==> src/rtl/ext_irq_pkg.sv <==
package ext_irq_pkg;

   typedef enum logic [2:0] {
      TRIG_LOW  = 3'd0,
      TRIG_HIGH = 3'd1,
      TRIG_FALL = 3'd2,
      TRIG_RISE = 3'd3,
      TRIG_BOTH = 3'd4
   } trig_mode_e;

   typedef enum logic [1:0] {
      PWR_RUN   = 2'd0,
      PWR_IDLE  = 2'd1,
      PWR_STOP  = 2'd2,
      PWR_SLEEP = 2'd3
   } pwr_mode_e;

   localparam int unsigned TRIG_W = 3;

   // shared line that a group is folded onto
   function automatic int unsigned line_of(input int unsigned grp,
                                           input int unsigned n_grp,
                                           input int unsigned n_line);
      return (grp * n_line) / n_grp;
   endfunction

endpackage

==> src/rtl/ext_irq_trig.sv <==
module ext_irq_trig
   import ext_irq_pkg::*;
#(
   parameter int unsigned NUM_PINS = 80
) (
   input  logic                       clk,
   input  logic                       rst_n,
   input  logic [NUM_PINS-1:0]        pin_i,
   input  logic [TRIG_W*NUM_PINS-1:0] mode_i,
   output logic [NUM_PINS-1:0]        event_o
);

   logic [NUM_PINS-1:0] prev_q;

   always_ff @(posedge clk or negedge rst_n) begin
      if (!rst_n) prev_q <= '0;
      else        prev_q <= pin_i;
   end

   for (genvar p = 0; p < NUM_PINS; p++) begin : g_pin
      logic [TRIG_W-1:0] md;
      assign md = mode_i[TRIG_W*p +: TRIG_W];
      always_comb begin
         case (md)
            TRIG_LOW:  event_o[p] = ~pin_i[p];
            TRIG_HIGH: event_o[p] = pin_i[p];
            TRIG_FALL: event_o[p] = prev_q[p] & ~pin_i[p];
            TRIG_RISE: event_o[p] = ~prev_q[p] & pin_i[p];
            TRIG_BOTH: event_o[p] = prev_q[p] ^ pin_i[p];
            default:   event_o[p] = 1'b0;
         endcase
      end
   end

endmodule

==> src/rtl/ext_irq_pend.sv <==
module ext_irq_pend #(
   parameter int unsigned NUM_PINS = 80
) (
   input  logic                clk,
   input  logic                rst_n,
   input  logic [NUM_PINS-1:0] event_i,
   input  logic                mask_we_i,
   input  logic [NUM_PINS-1:0] mask_wdata_i,
   input  logic [NUM_PINS-1:0] clr_i,
   output logic [NUM_PINS-1:0] pending_o,
   output logic [NUM_PINS-1:0] mask_o
);

   logic [NUM_PINS-1:0] mask_q;
   logic [NUM_PINS-1:0] pend_q;

   always_ff @(posedge clk or negedge rst_n) begin
      if (!rst_n) begin
         mask_q <= '1;
         pend_q <= '0;
      end else begin
         // a fresh event outranks a clear in the same cycle
         pend_q <= (pend_q & ~clr_i) | (event_i & ~mask_q);
         if (mask_we_i) mask_q <= mask_wdata_i;
      end
   end

   assign pending_o = pend_q;
   assign mask_o    = mask_q;

endmodule

==> src/rtl/ext_irq_arb.sv <==
module ext_irq_arb #(
   parameter int unsigned NUM_GROUPS = 10,
   localparam int unsigned GW = (NUM_GROUPS > 1) ? $clog2(NUM_GROUPS) : 1
) (
   input  logic                  clk,
   input  logic                  rst_n,
   input  logic [NUM_GROUPS-1:0] grp_req_i,
   input  logic [NUM_GROUPS-1:0] rot_en_i,
   output logic                  grant_valid_o,
   output logic [GW-1:0]         grant_grp_o
);

   localparam bit POW2 = (NUM_GROUPS == (1 << GW));

   logic [GW-1:0] base_q, grant_q, win, base_nxt;
   logic          gv_q, found, hold;

   assign hold = gv_q && grp_req_i[grant_q];

   always_comb begin
      found = 1'b0;
      win   = '0;
      for (int i = 0; i < int'(NUM_GROUPS); i++) begin
         int idx;
         idx = int'(base_q) + i;
         if (idx >= int'(NUM_GROUPS)) idx = idx - int'(NUM_GROUPS);
         if (!found && grp_req_i[idx]) begin
            found = 1'b1;
            win   = GW'(idx);
         end
      end
   end

   if (POW2) begin : g_wrap_free
      assign base_nxt = win + 1'b1;
   end else begin : g_wrap_cmp
      assign base_nxt = (win == GW'(NUM_GROUPS - 1)) ? '0 : win + 1'b1;
   end

   always_ff @(posedge clk or negedge rst_n) begin
      if (!rst_n) begin
         gv_q    <= 1'b0;
         grant_q <= '0;
         base_q  <= '0;
      end else if (!hold) begin
         gv_q <= found;
         if (found) begin
            grant_q <= win;
            if (rot_en_i[win]) base_q <= base_nxt;
         end
      end
   end

   assign grant_valid_o = gv_q;
   assign grant_grp_o   = grant_q;

endmodule

==> src/rtl/ext_irq_grouper.sv <==
module ext_irq_grouper
   import ext_irq_pkg::*;
#(
   parameter int unsigned NUM_GROUPS     = 10,
   parameter int unsigned PINS_PER_GROUP = 8,
   parameter int unsigned NUM_LINES      = 5,
   localparam int unsigned NP = NUM_GROUPS * PINS_PER_GROUP,
   localparam int unsigned GW = (NUM_GROUPS > 1) ? $clog2(NUM_GROUPS) : 1
) (
   input  logic                  clk,
   input  logic                  rst_n,
   input  logic [NP-1:0]         pin_i,
   input  logic [TRIG_W*NP-1:0]  trig_mode_i,
   input  logic                  mask_we_i,
   input  logic [NP-1:0]         mask_wdata_i,
   input  logic [NP-1:0]         pend_clr_i,
   input  logic [NUM_GROUPS-1:0] rot_en_i,
   input  logic [1:0]            power_mode_i,
   output logic [NP-1:0]         mask_o,
   output logic [NP-1:0]         pending_o,
   output logic [NUM_LINES-1:0]  irq_line_o,
   output logic                  grant_valid_o,
   output logic [GW-1:0]         grant_grp_o,
   output logic                  wake_o
);

   if (NUM_GROUPS < 1 || PINS_PER_GROUP < 1) begin : g_bad_size
      $error("ext_irq_grouper: groups and pins per group must be nonzero");
   end
   if (NUM_LINES < 1 || NUM_LINES > NUM_GROUPS) begin : g_bad_lines
      $error("ext_irq_grouper: NUM_LINES must lie in 1..NUM_GROUPS");
   end

   logic [NP-1:0]         evt;
   logic [NUM_GROUPS-1:0] grp_req;

   ext_irq_trig #(.NUM_PINS(NP)) u_trig (
      .clk     (clk),
      .rst_n   (rst_n),
      .pin_i   (pin_i),
      .mode_i  (trig_mode_i),
      .event_o (evt)
   );

   ext_irq_pend #(.NUM_PINS(NP)) u_pend (
      .clk          (clk),
      .rst_n        (rst_n),
      .event_i      (evt),
      .mask_we_i    (mask_we_i),
      .mask_wdata_i (mask_wdata_i),
      .clr_i        (pend_clr_i),
      .pending_o    (pending_o),
      .mask_o       (mask_o)
   );

   for (genvar g = 0; g < NUM_GROUPS; g++) begin : g_grp
      assign grp_req[g] = |pending_o[g*PINS_PER_GROUP +: PINS_PER_GROUP];
   end

   ext_irq_arb #(.NUM_GROUPS(NUM_GROUPS)) u_arb (
      .clk           (clk),
      .rst_n         (rst_n),
      .grp_req_i     (grp_req),
      .rot_en_i      (rot_en_i),
      .grant_valid_o (grant_valid_o),
      .grant_grp_o   (grant_grp_o)
   );

   for (genvar l = 0; l < NUM_LINES; l++) begin : g_line
      logic hit;
      always_comb begin
         hit = 1'b0;
         for (int g = 0; g < int'(NUM_GROUPS); g++) begin
            if (line_of(g, NUM_GROUPS, NUM_LINES) == l && grant_grp_o == GW'(g))
               hit = 1'b1;
         end
      end
      assign irq_line_o[l] = grant_valid_o & hit;
   end

   always_comb begin
      case (pwr_mode_e'(power_mode_i))
         PWR_IDLE:            wake_o = |grp_req;
         PWR_STOP, PWR_SLEEP: wake_o = grp_req[0];
         default:             wake_o = 1'b0;
      endcase
   end

endmodule

==> config.mk <==
export PLATFORM = sky130hd
export DESIGN_NAME = ext_irq_grouper
export DESIGN_NICKNAME = d
export VERILOG_FILES = /design/src/rtl/ext_irq_pkg.sv /design/src/rtl/ext_irq_trig.sv /design/src/rtl/ext_irq_pend.sv /design/src/rtl/ext_irq_arb.sv /design/src/rtl/ext_irq_grouper.sv
export SDC_FILE = /design/constraint.sdc
export NUM_CORES = 1
export LEC_CHECK = 0
export CAP_MARGIN = 15
export CORE_AREA = 4 4 259 261
export CTS_CLUSTER_DIAMETER = 100
export DETAILED_ROUTE_END_ITERATION = 10
export DIE_AREA = 0 0 263 265
export PLACE_DENSITY = 0.63
export SLEW_MARGIN = 20
export SYNTH_ARGS = -nofsm -noshare
export SYNTH_HDL_FRONTEND = slang
export SYNTH_SLANG_ARGS = --single-unit
==> constraint.sdc <==
create_clock -name clk -period 12.9 [get_ports clk]
set_input_delay 2.58 -clock clk [delete_from_list [all_inputs] [get_ports clk]]
set_output_delay 2.58 -clock clk [all_outputs]
set_load 0.1 [all_outputs]
## After elaboration in Yosys (flattened, before gate mapping)

Cells that the tools add are included.

| cells by class | value |
|---|---|
| add/subtract/negate cells | 20 |
| magnitude comparators | 22 |
| eq/ne operators | 333 |
| muxes and demuxes | 156 |
| bitwise operators | 411 |
| reduce and logical (&&, ||, !) cells | 114 |

Operator list:

| kind | count |
|---|---|
| $eq A3 B2 Y1 const B | 160 |
| $pmux W1 S5 | 80 |
| $lt A32 B6 Y1 const B | 10 |
| $mux W32 | 10 |
| $ge A32 B5 Y1 const B | 9 |
| $sub A32 B5 Y32 const B | 9 |
| $eq A3 B1 Y1 const B | 80 |
| $eq A3 B3 Y1 const B | 80 |
| $logic_not A3 Y1 | 80 |
| $and A1 B1 Y1 | 165 |
| $not A1 Y1 | 161 |
| $and A80 B80 Y80 | 2 |
| $not A80 Y80 | 2 |
| $or A80 B80 Y80 | 1 |
| $reduce_or A8 Y1 | 10 |
| $reduce_or A80 Y1 | 1 |
| $xor A1 B1 Y1 | 80 |
| $bmux W1 S4 | 12 |
| $mux W4 | 11 |
| $mux W1 | 42 |
| $add A4 B3 Y5 const B | 4 |
| $eq A4 B3 Y1 const B | 4 |
| $eq A4 B4 Y1 const B | 3 |
| $add A4 B2 Y5 const B | 2 |
| 17 further kinds | 38 |

| storage, ports and cells | value |
|---|---|
| flip-flop bits (word level) | 249 |
| bits of input ports | 495 |
| output and inout bits | 171 |
| logic and storage cells | 1062 |

## Logic depth before layout (Yosys ltp)

Gate-level depths: netlist of run 1.

| logic depth | value |
|---|---|
| depth after elaboration | 36 |
| gate-level depth with buffers | 20 |
| gate-level depth less buffers | 17 |

## Modules after synthesis

From an unflattened synthesis of run 1, not the netlist that was laid out.

| second synthesis, totals | value |
|---|---|
| cells, all modules | 1933 |
| area total of the unflattened synthesis | 18898.1 um^2 |

By module, submodules not included:

| module | times used | cells an instance | area an instance (um^2) | seq. area each (um^2) |
|---|---|---|---|---|
| ext_irq_trig | 1 | 881 | 8037.7 | 2001.9 |
| ext_irq_pend | 1 | 489 | 6577.6 | 4103.9 |
| ext_irq_arb | 1 | 521 | 4040.1 | 225.2 |
| ext_irq_grouper | 1 | 42 | 242.7 | 0.0 |

## Worst setup path after synthesis of run 1

Ideal clock, no wire load.

| timing path | value |
|---|---|
| path kind | input to output |
| from | in power_mode_i[1] |
| to | out wake_o |
| arrival | 3.485 ns |
| path slack | 6.835 ns |
| cell stages on the path | 2 |
| cell sequence | a41oi_1 o22a_1 |

| on the way | value |
|---|---|
| word-level cells in the longest chain between the ends | 3 |
| elaborated cells between the ends (all ways) | 5 |
| classes of those cells | 3 x eq/ne; 1 x mux; 1 x reduce/logical |

Ends and longest elaborated chain:

| what | line | RTL |
|---|---|---|
| from (decl) | ext_irq_grouper.sv:18 | `input logic [1:0] power_mode_i,` |
| $eq A2 B2 Y1 | ext_irq_grouper.sv:82 | `case (pwr_mode_e'(power_mode_i))` |
| $reduce_or A2 Y1 | ext_irq_grouper.sv:82 |  |
| $pmux W1 S2 (*) | ext_irq_grouper.sv:82 |  |
| to (decl) | ext_irq_grouper.sv:24 | `output logic wake_o` |

Every way passes the cells marked *; elsewhere a longest branch is shown, timed or not.

## Worst setup path after layout of run 1

Same ends and word-level chain as after synthesis.

==> impl_metrics.py, run 1 <==
metrics = {
    "outcome": {
        "status": "finished, final reports clean",
    },
    "synth": {
        "ys_types": 101,
        "ys_seq_area_frac": 0.362,
        "synth_seq_cells": 249,
        "yosysTopAreaCellShare": 0.242,
        "synth_area_um2": 17500,
        "synthTopCellsByArea": "dfrtp_1 (24%), ha_1 (13%), dfstp_2 (12%), mux2_2 (5.5%), inv_1 (5.5%)",
        "syn-num-nets": 2567,
        "syn_avg_cell_area_um2": 9.26,
        "async_flop_share": 1.00,
        "synth_top_cell_by_area": "dfrtp_1",
        "ys.flop_type": "dfrtp_1",
        "synth_edf_count": 0,
        "synth_warnings": 0,
        "synthCells": 1887,
    },
    "die": {
        "num_rows": 93,
        "die_y_um": 265,
        "design.die.area_um2": 69700,
        "die_x_um": 263,
        "core_um2": 64500,
        "io_pins": 666,
        "initial_core_util": 0.271,
    },
    "timing": {
        "rsz0062_at_grt": "no",
        "slew_violations": 0,
        "min_period_ns": 7.19,
        "finalSetupTns_ns": 0,
        "setup_viol": 0,
        "period_share": 0.558,
        "max_freq_mhz": 139,
        "setup_slack_ns": 5.71,
        "hold_violations": 0,
        "finClkSkew_ns": 0.0229,
        "relSlewSlack": 0.198,
        "tightest_slew_ns": 1.20,
    },
    "clocking": {
        "root_buffer": "clkbuf_16",
        "insertion_delay_ns": 0.55,
        "cts.sinks": 249,
        "cts_setup_buffers": 0,
        "cts-resized-gates": 0,
        "clockBufferDepth": 3,
        "numCtsBuffers": 35,
        "cts_tree": "done",
        "htree_levels": 2,
        "clk_pin_slew_ns": 0.06,
        "cts_hold_buf": 0,
    },
    "placed_design": {
        "port-buffer-count": 665,
        "dp_slack_ns": 5.71,
        "place_congestion": 0.965,
        "hpwl_mm": 60.4,
    },
    "global_routing": {
        "grt_overflow_total": 0,
        "grt.met2_usage": 0.351,
        "grt_util_met3": 0.0634,
        "grtUsageMet1": 0.221,
        "grt_pass1_wl_mm": 109,
        "grt_max_degree": 72,
        "grt-busiest-layer": "met2",
        "gr-usage-all-layers": 0.200,
        "antenna_found_initial": 30,
        "grt_pass1_vias": 18000,
    },
    "detailed_routing": {
        "drc": 0,
        "avgRoutedWirePerCell_um": 21.1,
        "wl_mm": 73.5,
        "first_pass_iters": 5,
        "routed-via-count": 17200,
        "drt_iter0_drc": 1108,
        "avgViaCountPerCell": 4.96,
        "ant_nets": 0,
    },
    "min_path": {
        "hp-class": "reg -> reg",
    },
    "flow_run": {
        "drv_cap": 0,
    },
    "finish": {
        "final_cell_mix": "clkdlybuf4s50_1 (662), inv_1 (255), ha_1 (184)",
        "nNetsFinal": 3252,
        "area_delta_synth_final_pct": 50.7,
        "layout_commonest_cell": "clkdlybuf4s50_1",
        "drive_gt1_frac": 0.112,
    },
    "power_and_ir_drop": {
        "peakVddDrop_mv": 0.149,
        "leakage_nw": 11.4,
        "power.density_nw_per_um2": 191,
    },
    "worst_setup_path": {
        "worstPathCellList": "clkdlybuf4s50_1, a41oi_1, o22a_1, clkdlybuf4s50_1",
        "cp_common_cell": "clkdlybuf4s50_1",
        "critical_path_class": "in -> out",
        "endpoint_kind": "output pin",
        "critPathMaxFanout": 2,
        "max_stage_delay_ns": 1.13,
        "slowest_stage": "clkdlybuf4s50_1",
        "required_ns": 10.32,
        "cp-start-kind": "input pin",
        "cp.arrival_ns": 4.61,
    },
}
[where the power goes]
part	switching, mW	internal (mW)	leakage (nW)
clock network	0.396	0.596	0.572
registers	0.0865	0.885	2.90
logic	1.98	1.10	7.92
[state kept, by name, indices dropped and copies added (netlist names)]
register,count
u_pend.pending_o,80
u_arb.grant_grp_o,4
u_arb.grant_valid_o,1
u_trig.prev_q,80
u_pend.mask_o,80
u_arb.base_q,4
[worst paths after layout]
check | from | endpoint | slack, ns | cells past startpoint
max | power_mode_i[1] | wake_o | 5.71 | 4
min | u_pend.mask_o[33] | u_pend.pending_o[33] | 0.53 | 1
max reg2reg | u_arb.base_q[0] | u_arb.base_q[3] | 6.51 | 17
min reg2reg | u_pend.mask_o[33] | u_pend.pending_o[33] | 0.53 | 1
max in group asynchronous | rst_n | u_trig.prev_q[57] | 8.83 | 3
min in group asynchronous | rst_n | u_trig.prev_q[17] | 1.98 | 1
[cells in the mapped netlist (10+ instances only)]
cell type	number
nor3_1	21
nor2b_1	13
nor2_1	172
xnor2_1	11
dfrtp_1	169
mux2_2	86
nand3_1	17
o211ai_1	10
nand2b_1	11
o22ai_1	118
clkbuf_1	12
mux2i_1	95
a21oi_1	123
dfstp_2	80
nor4_1	16
ha_1	184
a211oi_1	47
inv_1	255
o21ai_0	132
nand2_1	106
[cell families after synthesis]
family,share of synthesized area
AO/OA/AOI/OAI,0.196
AND/OR/NAND/NOR,0.119
buffers and inverters,0.0658
flip-flops,0.362
multiplexers,0.116
adder cells (fa/ha/maj),0.133
XOR/XNOR,0.00809
[metal layers]
| layer | up-vias | share of wire |
|---|---|---|
| met3 | 166 | 0.074 |
| met5 | - | 0.00056 |
| met2 | 617 | 0.50 |
| li1 | 8150 | - |
| met4 | 6 | 0.045 |
| met1 | 8308 | 0.38 |
[stage by stage]
step | power (mW) | hold slack, ns | util | cell area [um2] | instances
floorplan | 3.15 | 0.715 | - | 17500 | 1887
global placement | 3.97 | 0.506 | 0.390 | 25100 | 3390
detailed placement | 4.01 | 0.516 | 0.390 | 25100 | 3390
CTS | 5.04 | 0.529 | 0.408 | 26300 | 3454
global route | 5.33 | 0.538 | 0.408 | 26300 | 3474
finish | 5.04 | 0.526 | 0.409 | 26300 | 3479
[final cells by class]
cell class	instances	area, um2
Inverter	260	978
Clock buffer	52	1030
Timing Repair Buffer	677	6750
Clock inverter	12	131
Multi-Input combinational cell	1349	9990
Sequential cell	249	6330
Fill cell	6321	38100
Tap cell	855	1070
Antenna cell	25	62.6
[worst max-delay path, delay by kind of cell]
kind / cells / cell delay [ns]
compound gates: 2 / 0.44
buf+inv: 2 / 1.59
Power figures use the tool's default switching activity.
==> run 2: changes to the inputs <==
- PLACE_DENSITY: 0.63 -> 0.65
- clock period: 12.9 -> 5.8 ns (I/O delays scaled with it)
==> run 2 against run 1 <==
  * Die area is the same
  * Setup slack lost 5.4 ns
  * Largest cell class unchanged
  * Clock-buffer cell count shrank 1
  * Highest routed layer unchanged
  * Combinational power grew 120%
==> impl_metrics.py, run 2 (same netlist as run 1, synthesis figures left out) <==
metrics = {
    "outcome": {
        "status": "finished, final reports clean",
    },
    "power_and_ir_drop": {
        "pwr-share-comb": 0.615,
        "clkPwrFrac": 0.189,
        "power.density_nw_per_um2": 424,
        "swShare": 0.487,
        "internal-power_mw": 5.74,
        "leakage_nw": 11.4,
        "netSwitchingPower_mw": 5.44,
        "power_mw": 11.2,
        "peakVddDrop_mv": 0.342,
        "seq_power_share": 0.197,
    },
    "timing": {
        "max_freq_mhz": 183,
        "hold_violations": 0,
        "rsz0062_at_grt": "no",
        "min_period_ns": 5.47,
        "hold_slack_ns": 0.443,
        "period_share": 0.943,
        "relSlewSlack": 0.249,
        "finClkSkew_ns": 0.0176,
        "setup_viol": 0,
        "tightest_slew_ns": 1.12,
        "slew_violations": 0,
        "finalSetupTns_ns": 0,
    },
    "global_routing": {
        "grt_overflow_total": 0,
        "grtUsageMet1": 0.229,
        "gr-usage-all-layers": 0.187,
        "grt_pass1_wl_mm": 102,
        "grt-busiest-layer": "met2",
        "grt_util_met3": 0.0416,
        "grt_max_degree": 138,
        "antenna_found_initial": 10,
        "grt_pass1_vias": 16500,
        "grt.met2_usage": 0.331,
    },
    "die": {
        "design.die.area_um2": 69700,
        "die_y_um": 265,
        "initial_core_util": 0.271,
        "core_um2": 64500,
        "num_rows": 93,
        "io_pins": 666,
        "die_x_um": 263,
    },
    "detailed_routing": {
        "drt_iter0_drc": 893,
        "routed-via-count": 16700,
        "avgRoutedWirePerCell_um": 19.9,
        "drc": 0,
        "wl_mm": 69.0,
        "first_pass_iters": 5,
        "avgViaCountPerCell": 4.82,
        "ant_nets": 0,
    },
    "clocking": {
        "cts-resized-gates": 0,
        "cts_tree": "done",
        "cts_setup_buffers": 0,
        "insertion_delay_ns": 0.53,
        "numCtsBuffers": 34,
        "cts.sinks": 249,
        "cts_hold_buf": 0,
        "clk_pin_slew_ns": 0.06,
        "htree_levels": 2,
        "clockBufferDepth": 3,
        "root_buffer": "clkbuf_16",
    },
    "finish": {
        "fillers": 6406,
        "fin_util": 0.409,
        "area_delta_synth_final_pct": 50.8,
        "layout_commonest_cell": "clkdlybuf4s50_1",
        "stdcell_count": 3469,
        "drive_gt1_frac": 0.113,
        "final_cell_mix": "clkdlybuf4s50_1 (662), inv_1 (255), ha_1 (184)",
        "nNetsFinal": 3262,
    },
    "flow_run": {
        "drv_cap": 0,
    },
    "worst_setup_path": {
        "critical_path_class": "reg -> reg",
        "required_ns": 6.20,
        "r2r_setup_slack_ns": 0.33,
        "max_stage_delay_ns": 0.74,
        "slowest_stage": "dfrtp_1",
        "cp-start-kind": "register",
        "critPathMaxFanout": 12,
        "endpoint_kind": "register",
        "worstPathCellList": "ha_1, a21oi_2, xnor2_1, mux4_2, a221o_1, o21a_2, o211ai_1, or4_1, o21ba_2, nor3_1, nor2b_2, a32oi_2, a21oi_4, mux2_4",
        "cp.arrival_ns": 5.88,
    },
    "placed_design": {
        "port-buffer-count": 665,
        "hpwl_mm": 57.2,
        "place_congestion": 0.924,
        "place_inst": 3401,
    },
    "min_path": {
        "hp-class": "in -> async",
    },
}
==> run 2: cell types whose count changed in the layout (fill, tap and decap cells not counted) <==
cell,change
clkbuf_1,+1
buf_12,+2
clkbuf_8,-2
buf_4,+9
inv_6,-4
diode_2,-16
==> run 2: path summary, 6_finish.rpt <==
path,start,end,cells after the start
max,u_arb.base_q[3],u_arb.base_q[3],14
min,rst_n,u_pend.pending_o[26],1
min in group clk,u_pend.mask_o[3],u_pend.pending_o[3],1
max in group asynchronous,rst_n,u_pend.pending_o[54],2
min reg2reg,u_pend.mask_o[3],u_pend.pending_o[3],1
max reg2reg,u_arb.base_q[3],u_arb.base_q[3],14
==> run 2: worst max-delay path, delay by kind of cell (launching register included) <==
family,cells,cell delay [ns]
AND/OR/NAND/NOR,3,1.18
XOR/XNOR,1,0.37
flip-flops,1,0.74
AO/OA/AOI/OAI,7,1.51
adder cells (fa/ha/maj),1,0.66
multiplexers,2,0.88
==> run 2: stage by stage <==
step	setup WS (ns)	area [um2]
floorplan	0.708	17500
global placement	0.468	25200
detailed placement	0.428	25200
CTS	0.406	26300
global route	0.00201	26400
finish	0.329	26400
==> run 2: area by class of cell <==
cell class / instances / area [um2] / area share
inverter: 260 / 978 / 0.0371
timing repair buffer: 688 / 6850 / 0.260
clock buffer: 51 / 1010 / 0.0382
clock inverter: 8 / 96.3 / 0.00366
antenna: 9 / 22.5 / 0.000855
multi-input combinational: 1349 / 9990 / 0.379
sequential: 249 / 6330 / 0.240
tap: 855 / 1070 / 0.0406
==> run 2: power groups by stage <==
stage,registers [mW],clock network [mW],logic [mW]
after floorplan,3.19,0,3.82
after global placement,2.22,0,6.80
after detailed placement,2.22,0,6.77
after CTS,2.20,2.18,6.80
after global routing,2.23,2.27,7.34
final,2.20,2.11,6.88
==> run 2: routing by layer <==
layer	vias up	wire [um]
met5	-	11
li1	8164	-
met1	7933	28100
met2	530	34700
met3	95	4420
met4	2	1730
